==> src/rtl/cmp_evt_pkg.sv <==
package cmp_evt_pkg;

   typedef enum logic [1:0] {
      EDGE_RISE = 2'd0,
      EDGE_FALL = 2'd1,
      EDGE_ANY  = 2'd2,
      EDGE_NONE = 2'd3
   } edge_sel_e;

   typedef struct packed {
      logic       fault_en;
      logic       fault_src;
      logic       invert;
      edge_sel_e  edge_sel;
      logic       cmp_on;
      logic [2:0] plus_sel;
      logic [2:0] minus_sel;
   } mode_t;

   localparam logic [7:0] OFF_CTRL   = 8'h00;
   localparam logic [7:0] OFF_MODE   = 8'h04;
   localparam logic [7:0] OFF_MSET   = 8'h08;
   localparam logic [7:0] OFF_MCLR   = 8'h0C;
   localparam logic [7:0] OFF_MASK   = 8'h10;
   localparam logic [7:0] OFF_STAT   = 8'h14;
   localparam logic [7:0] OFF_BIAS   = 8'h18;
   localparam logic [7:0] OFF_PROT   = 8'h1C;
   localparam logic [7:0] OFF_PSTAT  = 8'h20;
   localparam logic [7:0] OFF_VER    = 8'h24;

   localparam logic [23:0] PROT_KEY  = 24'h414343;

   function automatic mode_t word_to_mode(input logic [31:0] w);
      mode_t m;
      m.minus_sel = w[2:0];
      m.plus_sel  = w[6:4];
      m.cmp_on    = w[8];
      m.edge_sel  = edge_sel_e'(w[10:9]);
      m.invert    = w[12];
      m.fault_src = w[13];
      m.fault_en  = w[14];
      return m;
   endfunction

   function automatic logic [31:0] mode_to_word(input mode_t m);
      logic [31:0] w;
      w        = '0;
      w[2:0]   = m.minus_sel;
      w[6:4]   = m.plus_sel;
      w[8]     = m.cmp_on;
      w[10:9]  = m.edge_sel;
      w[12]    = m.invert;
      w[13]    = m.fault_src;
      w[14]    = m.fault_en;
      return w;
   endfunction

endpackage

==> src/rtl/cmp_evt_sync.sv <==
module cmp_evt_sync #(
   parameter int STAGES = 2
) (
   input  logic clk,
   input  logic rst_n,
   input  logic clr,
   input  logic d,
   output logic q
);
   if (STAGES < 2) begin : g_bad_stages
      $error("cmp_evt_sync: STAGES must be at least 2");
   end

   logic [STAGES-1:0] chain;

   for (genvar i = 0; i < STAGES; i++) begin : g_stage
      logic src;
      if (i == 0) begin : g_first
         assign src = d;
      end else begin : g_next
         assign src = chain[i-1];
      end
      always_ff @(posedge clk or negedge rst_n) begin
         if (!rst_n)   chain[i] <= 1'b0;
         else if (clr) chain[i] <= 1'b0;
         else          chain[i] <= src;
      end
   end

   assign q = chain[STAGES-1];

endmodule

==> src/rtl/cmp_evt_edge.sv <==
module cmp_evt_edge
   import cmp_evt_pkg::*;
#(
   parameter int BLANK = 3
) (
   input  logic      clk,
   input  logic      rst_n,
   input  logic      clr,
   input  logic      level,
   input  edge_sel_e edge_sel,
   input  logic      enable,
   input  logic      reconfig,
   output logic      hit
);
   localparam int CNT_W = $clog2(BLANK + 1);

   if (BLANK < 1) begin : g_bad_blank
      $error("cmp_evt_edge: BLANK must be at least 1");
   end

   logic             prev_q;
   logic [CNT_W-1:0] cnt_q;
   logic             raw_edge;

   always_ff @(posedge clk or negedge rst_n) begin
      if (!rst_n) begin
         prev_q <= 1'b0;
         cnt_q  <= '0;
      end else if (clr) begin
         prev_q <= 1'b0;
         cnt_q  <= '0;
      end else begin
         prev_q <= level;
         if (reconfig)         cnt_q <= CNT_W'(BLANK);
         else if (cnt_q != '0) cnt_q <= cnt_q - 1'b1;
      end
   end

   always_comb begin
      case (edge_sel)
         EDGE_RISE: raw_edge = level & ~prev_q;
         EDGE_FALL: raw_edge = ~level & prev_q;
         EDGE_ANY:  raw_edge = level ^ prev_q;
         default:   raw_edge = 1'b0;
      endcase
   end

   assign hit = enable & (cnt_q == '0) & raw_edge;

   // the window right after a reconfiguration never reports an edge
   p_blank_after_mode_r10: assert property (@(posedge clk) disable iff (!rst_n)
      (reconfig && !clr) |=> !hit);

endmodule

==> src/rtl/cmp_evt_flag.sv <==
module cmp_evt_flag (
   input  logic clk,
   input  logic rst_n,
   input  logic clr,
   input  logic hit,
   input  logic rd_clr,
   input  logic mask,
   input  logic fault_en,
   input  logic fault_src,
   input  logic level,
   output logic flag,
   output logic irq,
   output logic fault
);
   always_ff @(posedge clk or negedge rst_n) begin
      if (!rst_n)   flag <= 1'b0;
      else if (clr) flag <= 1'b0;
      else          flag <= (flag & ~rd_clr) | hit;
   end

   assign irq   = flag & mask;
   assign fault = fault_en & (fault_src ? level : flag);

   // a read with no concurrent edge leaves the flag clear
   p_read_clears_r4: assert property (@(posedge clk) disable iff (!rst_n)
      (rd_clr && !hit && !clr) |=> !flag);
   // a detected edge is always recorded, even against a read
   p_hit_sets_r3: assert property (@(posedge clk) disable iff (!rst_n)
      (hit && !clr) |=> flag);

endmodule

==> src/rtl/cmp_event_ctrl.sv <==
module cmp_event_ctrl
   import cmp_evt_pkg::*;
#(
   parameter int          ADDR_W      = 8,
   parameter int          SYNC_STAGES = 2,
   parameter int          BIAS_W      = 3,
   parameter logic [31:0] VERSION     = 32'h0000_0110
) (
   input  logic              clk,
   input  logic              rst_n,
   input  logic              cmp_raw,
   input  logic [ADDR_W-1:0] addr,
   input  logic              wr_en,
   input  logic              rd_en,
   input  logic [31:0]       wdata,
   output logic [31:0]       rdata,
   output logic              irq,
   output logic              fault,
   output logic [2:0]        minus_sel,
   output logic [2:0]        plus_sel,
   output logic              cmp_on,
   output logic [BIAS_W-1:0] bias_cfg
);
   localparam int BLANK = SYNC_STAGES + 1;

   if (ADDR_W < 6) begin : g_bad_addr
      $error("cmp_event_ctrl: ADDR_W must cover the register map");
   end
   if (BIAS_W < 1 || BIAS_W > 8) begin : g_bad_bias
      $error("cmp_event_ctrl: BIAS_W must be 1..8");
   end

   mode_t             mode_q;
   logic [BIAS_W-1:0] bias_q;
   logic              mask_q, prot_q, viol_q;
   logic              level, hit, flag;

   logic a_ctrl, a_mode, a_mset, a_mclr, a_stat, a_bias, a_prot, a_pstat;
   assign a_ctrl  = addr == ADDR_W'(OFF_CTRL);
   assign a_mode  = addr == ADDR_W'(OFF_MODE);
   assign a_mset  = addr == ADDR_W'(OFF_MSET);
   assign a_mclr  = addr == ADDR_W'(OFF_MCLR);
   assign a_stat  = addr == ADDR_W'(OFF_STAT);
   assign a_bias  = addr == ADDR_W'(OFF_BIAS);
   assign a_prot  = addr == ADDR_W'(OFF_PROT);
   assign a_pstat = addr == ADDR_W'(OFF_PSTAT);

   logic sw_rst, mode_wr, bias_wr, cfg_blocked, key_ok;
   assign sw_rst      = wr_en & a_ctrl & wdata[0];
   assign mode_wr     = wr_en & a_mode & ~prot_q;
   assign bias_wr     = wr_en & a_bias & ~prot_q;
   assign cfg_blocked = wr_en & (a_mode | a_bias) & prot_q;
   assign key_ok      = wdata[31:8] == PROT_KEY;

   always_ff @(posedge clk or negedge rst_n) begin
      if (!rst_n) begin
         mode_q <= '0;
         bias_q <= '0;
         mask_q <= 1'b0;
         prot_q <= 1'b0;
         viol_q <= 1'b0;
      end else if (sw_rst) begin
         mode_q <= '0;
         bias_q <= '0;
         mask_q <= 1'b0;
         prot_q <= 1'b0;
         viol_q <= 1'b0;
      end else begin
         if (mode_wr) mode_q <= word_to_mode(wdata);
         if (bias_wr) bias_q <= wdata[BIAS_W-1:0];
         if (wr_en & a_mset & wdata[0])      mask_q <= 1'b1;
         else if (wr_en & a_mclr & wdata[0]) mask_q <= 1'b0;
         if (wr_en & a_prot & key_ok) prot_q <= wdata[0];
         if (cfg_blocked)             viol_q <= 1'b1;
         else if (rd_en & a_pstat)    viol_q <= 1'b0;
      end
   end

   cmp_evt_sync #(.STAGES(SYNC_STAGES)) u_sync (
      .clk(clk), .rst_n(rst_n), .clr(sw_rst),
      .d(cmp_raw ^ mode_q.invert), .q(level)
   );

   cmp_evt_edge #(.BLANK(BLANK)) u_edge (
      .clk(clk), .rst_n(rst_n), .clr(sw_rst), .level(level),
      .edge_sel(mode_q.edge_sel), .enable(mode_q.cmp_on),
      .reconfig(mode_wr), .hit(hit)
   );

   cmp_evt_flag u_flag (
      .clk(clk), .rst_n(rst_n), .clr(sw_rst), .hit(hit),
      .rd_clr(rd_en & a_stat), .mask(mask_q),
      .fault_en(mode_q.fault_en), .fault_src(mode_q.fault_src),
      .level(level), .flag(flag), .irq(irq), .fault(fault)
   );

   always_comb begin
      rdata = '0;
      if (rd_en) begin
         case (addr)
            ADDR_W'(OFF_MODE):  rdata = mode_to_word(mode_q);
            ADDR_W'(OFF_MASK):  rdata[0] = mask_q;
            ADDR_W'(OFF_STAT):  rdata[1:0] = {level, flag};
            ADDR_W'(OFF_BIAS):  rdata[BIAS_W-1:0] = bias_q;
            ADDR_W'(OFF_PROT):  rdata[0] = prot_q;
            ADDR_W'(OFF_PSTAT): rdata[0] = viol_q;
            ADDR_W'(OFF_VER):   rdata = VERSION;
            default:            rdata = '0;
         endcase
      end
   end

   assign minus_sel = mode_q.minus_sel;
   assign plus_sel  = mode_q.plus_sel;
   assign cmp_on    = mode_q.cmp_on;
   assign bias_cfg  = bias_q;

   // a disabled comparator never raises the edge flag
   p_off_no_flag_r6: assert property (@(posedge clk) disable iff (!rst_n)
      !mode_q.cmp_on |=> !$rose(flag));
   // protected mode writes leave mode unchanged
   p_prot_mode_r8: assert property (@(posedge clk) disable iff (!rst_n)
      (prot_q && wr_en && a_mode) |=> $stable(mode_q));
   // every blocked write is recorded
   p_prot_viol_r8: assert property (@(posedge clk) disable iff (!rst_n)
      (prot_q && wr_en && (a_mode || a_bias)) |=> viol_q);
   // a wrong key never changes protection
   p_bad_key_r9: assert property (@(posedge clk) disable iff (!rst_n)
      (wr_en && a_prot && !key_ok) |=> $stable(prot_q));
   // software reset clears mode, mask and irq
   p_swrst_r11: assert property (@(posedge clk) disable iff (!rst_n)
      sw_rst |=> (mode_q == mode_t'('0) && !mask_q && !irq));
   // an unmasked flag rise shows on irq
   p_irq_r5: assert property (@(posedge clk) disable iff (!rst_n)
      ($rose(flag) && mask_q) |-> irq);

endmodule

==> config.mk <==
export PLATFORM = sky130hd
export DESIGN_NAME = cmp_event_ctrl
export DESIGN_NICKNAME = d
export VERILOG_FILES = /design/src/rtl/cmp_evt_pkg.sv /design/src/rtl/cmp_evt_sync.sv /design/src/rtl/cmp_evt_edge.sv /design/src/rtl/cmp_evt_flag.sv /design/src/rtl/cmp_event_ctrl.sv
export SDC_FILE = /design/constraint.sdc
export NUM_CORES = 1
export LEC_CHECK = 0
export ABC_AREA = 1
export ABC_CLOCK_PERIOD_IN_PS = 2200
export BUFFER_PORTS_ARGS = -buffer_cell sky130_fd_sc_hd__clkbuf_2
export CAP_MARGIN = 20
export CORE_UTILIZATION = 50
export CTS_CLUSTER_SIZE = 14
export DETAILED_ROUTE_END_ITERATION = 16
export GPL_ROUTABILITY_DRIVEN = 0
export PLACE_DENSITY = 0.91
export SETUP_SLACK_MARGIN = 0.05
export SYNTH_ARGS = -nofsm -noshare
export SYNTH_HDL_FRONTEND = slang
export SYNTH_SLANG_ARGS = --single-unit
export TNS_END_PERCENT = 20
==> constraint.sdc <==
create_clock -name clk -period 2.2 [get_ports clk]
set_input_delay 0.44 -clock clk [delete_from_list [all_inputs] [get_ports clk]]
set_output_delay 0.44 -clock clk [all_outputs]
set_load 0.005 [all_outputs]
# Yosys cells after proc, flatten, opt, wreduce, memory -nomap -nowiden
# Cells that the tools add are included.
[totals]
reg_bits = 24
inputBits = 45
out_inout_bits = 44
elab_cells = 96
[classes]
addsub = 1
eq_ne = 12
n_mux = 26
bitwise = 31
n_reduce_logical = 10
[ops]
columns = ["operator", "n"]
rows = [
  ["$eq A8 B5 Y1 const B", 4],
  ["$eq A24 B23 Y1 const B", 1],
  ["$mux W12", 2],
  ["$pmux W12 S2", 1],
  ["$and A1 B1 Y1", 23],
  ["$eq A8 B4 Y1 const B", 2],
  ["$eq A8 B6 Y1 const B", 2],
  ["$mux W15", 1],
  ["$mux W1", 13],
  ["$reduce_bool A3 Y1", 3],
  ["$eq A8 B3 Y1 const B", 1],
  ["$logic_not A8 Y1", 1],
  ["$reduce_bool A2 Y1", 4],
  ["$mux W2", 3],
  ["$mux W3", 2],
  ["$pmux W1 S3", 2],
  ["$pmux W1 S6", 1],
  ["$logic_not A2 Y1", 2],
  ["$not A1 Y1", 4],
  ["$eq A2 B1 Y1 const B", 1],
  ["$eq A2 B2 Y1 const B", 1],
  ["$or A1 B1 Y1", 2],
  ["$pmux W1 S2", 1],
  ["$sub A2 B1 Y2 const B", 1],
  ["$xor A1 B1 Y1", 2],
]

# Logic depth before layout (Yosys ltp)
# Gate-level depths: netlist of the first run.
[depth]
ltp_word = 6
depth_mapped = 9
mapped_depth_nobuf = 9

# Cells and area by module
# Synthesis of the first run repeated with hierarchy kept, for this count alone.
[unflattened]
hier_cells = 294
hier_area_um2 = 1938.1
[by_module_without_submodules]
columns = ["mod", "instances", "cells_each", "area_each_um2"]
rows = [
  ["cmp_event_ctrl", 1, 246, 1586.5],
  ["cmp_evt_edge", 1, 31, 217.7],
  ["cmp_evt_flag", 1, 11, 68.8],
  ["cmp_evt_sync", 1, 6, 65.1],
]

# Least setup slack after synthesis of the first run
# Ideal clock, no wire load.
[synth_timing]
kind = "input to output"
start = "in addr[5]"
end = "out rdata[10]"
t_arrival_ps = 1176
setup_slack_ps = 584
path_stages = 5
path_buffers = 0
path_cell_list = "nor2_1 nand2_1 nor2_1 nand2_1 nor2_1"
[synth_via]
elab_chain_len = 3
elab_cells_between_ends = 4
[synth_lines]
columns = ["item", "line_no", "text"]
rows = [
  ["start, declared", "cmp_event_ctrl.sv:12", "input logic [ADDR_W-1:0] addr,"],
  ["$eq A8 B6 Y1 / $eq A8 B3 Y1 (equally long branches)", "cmp_event_ctrl.sv:100", "case (addr)"],
  ["$pmux W12 S2 *", "cmp_event_ctrl.sv:100", ""],
  ["$mux W15 *", "cmp_event_ctrl.sv:99", "if (rd_en) begin"],
  ["end, declared", "cmp_event_ctrl.sv:16", "output logic [31:0] rdata,"],
]
# Mark *: on every way between the ends. The rest lies on a longest branch, timed or not.

# Final worst setup path of the first run
[layout_timing]
start = "in addr[5]"
end = "out rdata[1]"
[layout_via]
elab_chain_len = 3
elab_cells_between_ends = 5
[layout_lines]
columns = ["item", "line_no"]
rows = [
  ["$eq A8 B5 Y1 / $eq A8 B3 Y1 (equally long branches)", "cmp_event_ctrl.sv:100"],
  ["$pmux W1 S3 *", "cmp_event_ctrl.sv:100"],
  ["$mux W15 *", "cmp_event_ctrl.sv:99"],
]
# Marked as above.

==> results.py, run 1 <==
metrics = {
    "timing": {
        "timing_hold_violations_final": 0,
        "max-slew-margin-rel_pct": 61.2,
        "finalClockSkew_ns": 0.00196,
        "max_clock_freq_ghz": 0.502,
        "setup_viol_count_final": 0,
        "final.period_utilization_pct": 90.5,
        "worst_pin_slew_ns": 0.583,
        "timing_max_transition_violations_final": 0,
        "final_period_minus_worst_setup_slack_ns": 1.99,
        "grt_setup_unrepaired": "false",
        "fin_setup_tns_ns": 0,
    },
    "floorplanning": {
        "io_pins": 89,
        "fp.dieArea_um2": 4040,
        "vert_die_dim_um": 63.5,
        "die_width_um": 63.5,
        "fp-row-count": 21,
        "initial_core_util_pct": 54.6,
        "floorplan.core_area_um2": 3470,
    },
    "cts": {
        "clockBufferDepth": 2,
        "clkLatencyLatePin_ns": 0.27,
        "clock_sinks": 24,
        "tritoncts": "done",
        "htree_levels": 1,
        "clock_tree.root_cell": "sky130_fd_sc_hd__clkbuf_8",
        "hold_buffers": 0,
        "numCtsBuffers": 3,
        "path_clk_slew_ns": 0.09,
        "cts_setup_buffers": 0,
        "ctsResizeCount": 0,
    },
    "synth": {
        "synth_compound_area_share_pct": 7.73,
        "yosys.cell_types.count": 26,
        "xor_xnor_share_of_the_synthesized_area_pct": 0.925,
        "ys_seq_area_share_pct": 31.7,
        "yosys-mux-area-fraction_pct": 0.595,
        "yosys_warnings": 0,
        "synth_seq_cells": 24,
        "synth.cell_area_um2": 1890,
        "synth_simple_gate_area_share_pct": 35.3,
        "synth_top_family_by_area": "simple AND/OR/NAND/NOR gates",
        "synth.avg_cell_area_um2": 6.71,
        "post_synth_adder_cell_area_pct": 1.98,
        "syn_inst": 282,
    },
    "critical_path": {
        "cp-start-kind": "input pin",
        "crit_type": "input pin to primary output",
        "critPathArrivalTime_ns": 1.55,
        "worst_setup_path_startpoint": "addr[5]",
        "cp.required_ns": 1.76,
        "rr_worst_depth": 6,
        "critical_path_peak_fanout": 10,
        "r2r-start": "prot_q$_DFFE_PN0P_",
        "critical_path.endpoint_type": "primary output",
    },
    "placement": {
        "buffer_ports.inserted": 66,
        "place_area_um2": 2140,
        "hpwl_um": 3410,
    },
    "finish": {
        "postLayoutCellArea_um2": 2200,
        "area_delta_synth_final_pct": 16.0,
        "diode_count": 0,
        "final_nets": 393,
        "layout_cell_share_with_drive_strength_beyond_1_pct": 27.6,
    },
    "pwr": {
        "power_leakage_nw": 1.29,
        "ir_drop_mv": 0.214,
        "p_per_area_nw_per_um2": 506,
    },
    "global_routing": {
        "antenna_found_initial": 0,
        "maximum_number_of_pins_on_one_net_before_global_route_repair": 25,
        "grt.total_usage_pct": 23.3,
        "grt_remaining_overflow": 0,
        "first_global_vias": 1789,
        "wire_length_of_the_first_global_routing_pass_um": 7410,
    },
    "drt": {
        "routed_wirelength_um": 4380,
        "drt-pass1-iter-count": 4,
        "vias": 1933,
        "drt_first_iter_violations": 68,
        "antenna_left": 0,
        "routed_wire_per_std_cell_um": 11.2,
        "drcViolationCount": 0,
        "avgViaCountPerCell": 4.96,
    },
    "job": {
        "total_of_max_cap_violations": 0,
    },
    "min_path": {
        "hold_crit_path_type": "input pin to asynchronous set/reset pin",
    },
    "outcome": {
        "run_status": "finished, final reports clean",
    },
}
-- cell usage after synthesis --
| cell type | count | area [um2] |
|---|---|---|
| sky130_fd_sc_hd__buf_4 | 27 | 203 |
| sky130_fd_sc_hd__mux2_2 | 1 | 11.3 |
| sky130_fd_sc_hd__nor2_2 | 6 | 37.5 |
| sky130_fd_sc_hd__nand3_1 | 33 | 165 |
| sky130_fd_sc_hd__buf_12 | 1 | 20.0 |
| sky130_fd_sc_hd__nand2_4 | 1 | 11.3 |
| sky130_fd_sc_hd__nand2_2 | 2 | 12.5 |
| sky130_fd_sc_hd__nor2_4 | 1 | 11.3 |
| sky130_fd_sc_hd__o21ai_0 | 12 | 60.1 |
| sky130_fd_sc_hd__o21ai_2 | 5 | 43.8 |
| sky130_fd_sc_hd__nor2_8 | 1 | 20.0 |
| sky130_fd_sc_hd__o211ai_1 | 1 | 7.51 |
| sky130_fd_sc_hd__and3_1 | 1 | 6.26 |
| sky130_fd_sc_hd__nor2_1 | 41 | 154 |
| sky130_fd_sc_hd__inv_2 | 5 | 18.8 |
| sky130_fd_sc_hd__conb_1 | 1 | 3.75 |
| sky130_fd_sc_hd__a21oi_1 | 7 | 35.0 |
| sky130_fd_sc_hd__nand4_1 | 3 | 18.8 |
| sky130_fd_sc_hd__xnor2_1 | 2 | 17.5 |
| sky130_fd_sc_hd__nand2_1 | 60 | 225 |
| sky130_fd_sc_hd__inv_6 | 1 | 8.76 |
| sky130_fd_sc_hd__inv_1 | 41 | 154 |
| sky130_fd_sc_hd__buf_1 | 1 | 3.75 |
| sky130_fd_sc_hd__dfrtp_1 | 24 | 601 |
| sky130_fd_sc_hd__ha_1 | 3 | 37.5 |
| sky130_fd_sc_hd__and2_1 | 1 | 6.26 |
-- where the power goes --
part / switching, mW / total (mW) / internal, mW
combinational: 0.154 / 0.282 / 0.128
clock: 0.151 / 0.311 / 0.160
sequential: 0.0324 / 0.519 / 0.487
-- kinds of logic after synthesis --
group / Yosys count
and+or+nand+nor: 150
buffers and inverters: 76
AOI/OAI and AO/OA: 25
DFF: 24
adders and majority gates: 3
xor gates and xnor gates: 2
other: 1
muxes: 1
-- final timing paths --
path,to,slack (ns)
max in group asynchronous,bias_cfg[0]$_DFFE_PN0P_,1.67
setup reg to reg,minus_sel[0]$_DFFE_PN0P_,0.93
setup / recovery,rdata[1],0.21
hold reg to reg,u_sync.q$_DFF_PN0_,0.51
hold / removal,u_edge.cnt_q[1]$_DFFE_PN0P_,0.15
min in group clk,plus_sel[1]$_DFFE_PN0P_,0.36
-- flip-flops by register name, indices dropped and copies added (netlist names), 2 cells and up --
signal	count
bias_cfg	3
minus_sel	3
mode_q	5
plus_sel	3
u_edge.cnt_q	2
-- placed cells by master, fill, tap and decap left out, types with 2 or more instances in the layout --
master / instances
sky130_fd_sc_hd__clkbuf_2: 66
sky130_fd_sc_hd__nand2_1: 60
sky130_fd_sc_hd__inv_1: 41
sky130_fd_sc_hd__nor2_1: 41
sky130_fd_sc_hd__nand3_1: 33
sky130_fd_sc_hd__dfrtp_1: 24
sky130_fd_sc_hd__conb_1: 20
sky130_fd_sc_hd__o21ai_0: 12
sky130_fd_sc_hd__a21oi_1: 7
sky130_fd_sc_hd__nor2_2: 6
sky130_fd_sc_hd__inv_2: 5
sky130_fd_sc_hd__o21ai_2: 5
sky130_fd_sc_hd__clkbuf_8: 4
sky130_fd_sc_hd__nand4_1: 3
sky130_fd_sc_hd__ha_1: 3
sky130_fd_sc_hd__nand2_2: 2
sky130_fd_sc_hd__xnor2_1: 2
sky130_fd_sc_hd__buf_4: 2
-- through the flow --
stage                     instances  hold WS (ns)  setup slack, ns  power, mW  util, %
after floorplan                 301         0.144            0.584      0.741        -
after global placement          386         0.455            0.307      0.795     61.7
after detailed placement        386         0.461            0.273      0.806     61.7
after CTS                       390         0.167            0.255       1.11     63.3
after global routing            390         0.194           0.0790       1.18     63.3
final                           390         0.146            0.208       1.11     63.3
-- critical path: stages --
cell                       delay, ns
sky130_fd_sc_hd__clkbuf_2       0.10
sky130_fd_sc_hd__inv_1          0.05
sky130_fd_sc_hd__nand2_1        0.05
sky130_fd_sc_hd__nor2_2         0.31
sky130_fd_sc_hd__nand2_1        0.17
sky130_fd_sc_hd__nand3_1        0.10
sky130_fd_sc_hd__nand2_1        0.06
sky130_fd_sc_hd__nor2_1         0.14
sky130_fd_sc_hd__clkbuf_2       0.13
-- final cells by class --
type                       instances  area [um2]
clock buffer                       4        55.1
fill                             312        1270
inverter                          47         181
multi-input combinational        201         956
sequential                        24         601
tap                               46        57.6
timing repair buffer              68         345
-- routing by layer --
metal	wire (um)	GRT usage (%)	up-vias
met3	327	3.08	20
met2	2140	37.9	103
li1	-	-	951
met1	1750	28.8	859
met5	0	0	-
met4	164	14.8	0
Note: power is estimated with default switching activity, not from simulation.
==> run 2, diff against run 1 <==
--- a/config.mk
+++ b/config.mk
@@ -17,5 +17,6 @@
 export SETUP_SLACK_MARGIN = 0.05
 export SYNTH_ARGS = -nofsm -noshare
 export SYNTH_HDL_FRONTEND = slang
+export SYNTH_HIERARCHICAL = 1
 export SYNTH_SLANG_ARGS = --single-unit
 export TNS_END_PERCENT = 20
==> results.py, run 2 <==
metrics = {
    "outcome": {
        "run_status": "finished, final reports clean",
    },
    "pwr": {
        "power_leakage_nw": 1.31,
        "p_per_area_nw_per_um2": 530,
        "p_int_mw": 0.853,
        "clkPwrFrac_pct": 32.2,
        "power_frac_comb_pct": 23.8,
        "switching_share_pct": 28.5,
        "fin_total_pwr_mw": 1.19,
        "ir_drop_mv": 0.282,
        "pwr-share-seq_pct": 44.0,
        "p_sw_mw": 0.341,
    },
    "global_routing": {
        "grt.total_usage_pct": 22.3,
        "antenna_found_initial": 0,
        "wire_length_of_the_first_global_routing_pass_um": 7310,
        "maximum_number_of_pins_on_one_net_before_global_route_repair": 25,
        "grt_remaining_overflow": 0,
        "first_global_vias": 1806,
    },
    "synth": {
        "dominantRegCellSynth": "sky130_fd_sc_hd__dfrtp_1",
        "synth_edf_count": 0,
        "yosys_warnings": 6,
        "yosysTopAreaCell": "sky130_fd_sc_hd__dfrtp_1",
        "syn_inst": 294,
        "synth.avg_cell_area_um2": 6.59,
        "post_synthesis_async_set_or_reset_flop_share_pct": 100,
        "synthMostInstantiatedCell": "sky130_fd_sc_hd__nand2_1",
        "area_contributors_post_synth": "sky130_fd_sc_hd__dfrtp_1 31%, sky130_fd_sc_hd__nand2_1 11%, sky130_fd_sc_hd__buf_4 10%, sky130_fd_sc_hd__inv_1 10%, sky130_fd_sc_hd__nor2_1 9.5%",
        "synth_top_area_share_pct": 31.0,
        "synth_seq_cells": 24,
        "yosys.cell_types.count": 26,
        "synth.cell_area_um2": 1940,
        "post_synth_most_frequent_cells": "56 x sky130_fd_sc_hd__nand2_1, 52 x sky130_fd_sc_hd__inv_1, 49 x sky130_fd_sc_hd__nor2_1, 30 x sky130_fd_sc_hd__nand3_1, 27 x sky130_fd_sc_hd__buf_4",
        "ys_seq_area_share_pct": 31.0,
    },
    "cts": {
        "clockBufferDepth": 2,
        "clkLatencyLatePin_ns": 0.27,
        "tritoncts": "done",
        "path_clk_slew_ns": 0.09,
        "cts_setup_buffers": 0,
        "numCtsBuffers": 3,
        "ctsResizeCount": 0,
        "clock_sinks": 24,
        "hold_buffers": 0,
        "htree_levels": 1,
        "clock_tree.root_cell": "sky130_fd_sc_hd__clkbuf_8",
    },
    "critical_path": {
        "cp.required_ns": 1.76,
        "critPathArrivalTime_ns": 1.46,
        "crit_type": "input pin to primary output",
        "critical_path_peak_fanout": 7,
        "critical-path-slowest-cell": "sky130_fd_sc_hd__nor2_4",
        "worstPathCellList": "clkbuf_2 -> nor2_1 -> nand3_1 -> nor2_4 -> nand2_1 -> nor2_1 -> clkbuf_2",
        "critical_path.endpoint_type": "primary output",
        "cp-start-kind": "input pin",
        "longest_individual_stage_delay_on_the_worst_path_ns": 0.20,
    },
    "finish": {
        "layout_cell_share_with_drive_strength_beyond_1_pct": 25.9,
        "final_nets": 404,
        "fillCellCount": 334,
        "area_delta_synth_final_pct": 16.3,
        "mostFrequentLayoutCell": "sky130_fd_sc_hd__clkbuf_2",
        "diode_count": 0,
        "final_cell_mix": "66 x sky130_fd_sc_hd__clkbuf_2, 56 x sky130_fd_sc_hd__nand2_1, 52 x sky130_fd_sc_hd__inv_1",
        "postLayoutCellArea_um2": 2250,
        "largest_reg_flops": 5,
        "largest-register": "mode_q",
    },
    "floorplanning": {
        "fp.dieArea_um2": 4130,
        "die_width_um": 64.3,
        "fp-row-count": 22,
        "floorplan.core_area_um2": 3690,
        "vert_die_dim_um": 64.3,
        "initial_core_util_pct": 52.5,
        "io_pins": 89,
    },
    "drt": {
        "routed_wire_per_std_cell_um": 10.5,
        "routed_wirelength_um": 4240,
        "met3_length_um": 283,
        "drt_first_iter_violations": 75,
        "vias": 1895,
        "drcViolationCount": 0,
        "drt-pass1-iter-count": 4,
        "routed_length_on_met1_um": 1710,
        "met2RoutedLength_um": 2210,
        "antenna_left": 0,
        "top_layer": "met4",
        "avgViaCountPerCell": 4.70,
    },
    "timing": {
        "fin_setup_tns_ns": 0,
        "setup_viol_count_final": 0,
        "max-slew-margin-rel_pct": 61.3,
        "max_clock_freq_ghz": 0.527,
        "worst_pin_slew_ns": 0.580,
        "grt_setup_unrepaired": "false",
        "timing_hold_violations_final": 0,
        "final.period_utilization_pct": 86.3,
        "final_period_minus_worst_setup_slack_ns": 1.90,
        "finalClockSkew_ns": 0.00610,
        "timing_max_transition_violations_final": 0,
    },
    "job": {
        "total_of_max_cap_violations": 0,
    },
    "placement": {
        "buffer_ports.inserted": 66,
        "hpwl_um": 3430,
        "place_area_um2": 2180,
    },
    "min_path": {
        "hold_crit_path_type": "input pin to asynchronous set/reset pin",
    },
}
## run 2: changes by cell type after synthesis, moves of 3 or more
cell	previous run	this run
sky130_fd_sc_hd__inv_1	41	52
sky130_fd_sc_hd__o21ai_1	0	11
sky130_fd_sc_hd__nor2_1	41	49
sky130_fd_sc_hd__o21ai_0	12	4
sky130_fd_sc_hd__nand2_1	60	56
sky130_fd_sc_hd__nor2_2	6	2
sky130_fd_sc_hd__nor2_4	1	5
sky130_fd_sc_hd__nand3_1	33	30
## run 2: stage by stage
stage | setup WS, ns | utilization, % | hold slack, ns | std cells
after floorplan | 0.633 | - | 0.144 | 313
after global placement | 0.316 | 59.2 | 0.447 | 399
after detailed placement | 0.296 | 59.2 | 0.468 | 399
after CTS | 0.294 | 61.1 | 0.175 | 403
after global routing | 0.125 | 61.1 | 0.208 | 403
final | 0.302 | 61.1 | 0.150 | 403
## run 2: worst paths after layout
check	from	end	slack, ns	cells past startpoint
max	addr[1]	rdata[5]	0.30	7
min	rst_n	u_sync/g_stage[1].src$_DFF_PN0_	0.15	1
max reg2reg	u_sync/q$_DFF_PN0_	u_flag/flag$_DFF_PN0_	0.86	9
min reg2reg	u_sync/g_stage[1].src$_DFF_PN0_	u_sync/q$_DFF_PN0_	0.49	2
max in group asynchronous	rst_n	minus_sel[2]$_DFFE_PN0P_	1.66	1
min in group clk	wdata[5]	plus_sel[1]$_DFFE_PN0P_	0.40	3
## run 2: kinds of logic (layout without fill, tap and decap cells)
kind of cell / count (synthesis) / in the layout / synth area share [%]
AO/OA/AOI/OAI: 29 / 29 / 8.39
flip-flops: 24 / 24 / 31.0
buffers and inverters: 85 / 127 / 22.5
XOR/XNOR: 1 / 1 / 0.452
AND/OR/NAND/NOR: 151 / 151 / 35.6
adder cells (fa/ha/maj): 3 / 3 / 1.94
other: 1 / 20 / 0.193
## run 2: area by class of cell
class | instances | area (um2) | share of cell area [%]
Sequential cell | 24 | 601 | 26.7
Inverter | 56 | 210 | 9.33
Clock inverter | 1 | 30.0 | 1.33
Multi-Input combinational cell | 204 | 973 | 43.2
Timing Repair Buffer | 67 | 338 | 15.0
Tap cell | 48 | 60.1 | 2.67
Clock buffer | 3 | 41.3 | 1.83
## run 2: power groups by stage
stage          Combinational [mW]  Sequential (mW)  Clock [mW]
2_1_floorplan               0.218            0.524           0
3_3_place_gp                0.268            0.532           0
3_5_place_dp                0.283            0.534           0
4_1_cts                     0.284            0.525       0.389
5_1_grt                     0.327            0.530       0.404
6_report                    0.284            0.525       0.385
## run 2: critical path, delay by kind of cell
family        cells  cell delay, ns
simple gates      5            0.81
buf+inv           2            0.21
## run 2: per-layer routing
layer / track usage [%] / up-vias
li1: - / 977
met1: 24.7 / 839
met2: 41.7 / 75
met3: 3.39 / 4
met4: 9.44 / 0
met5: 0 / -
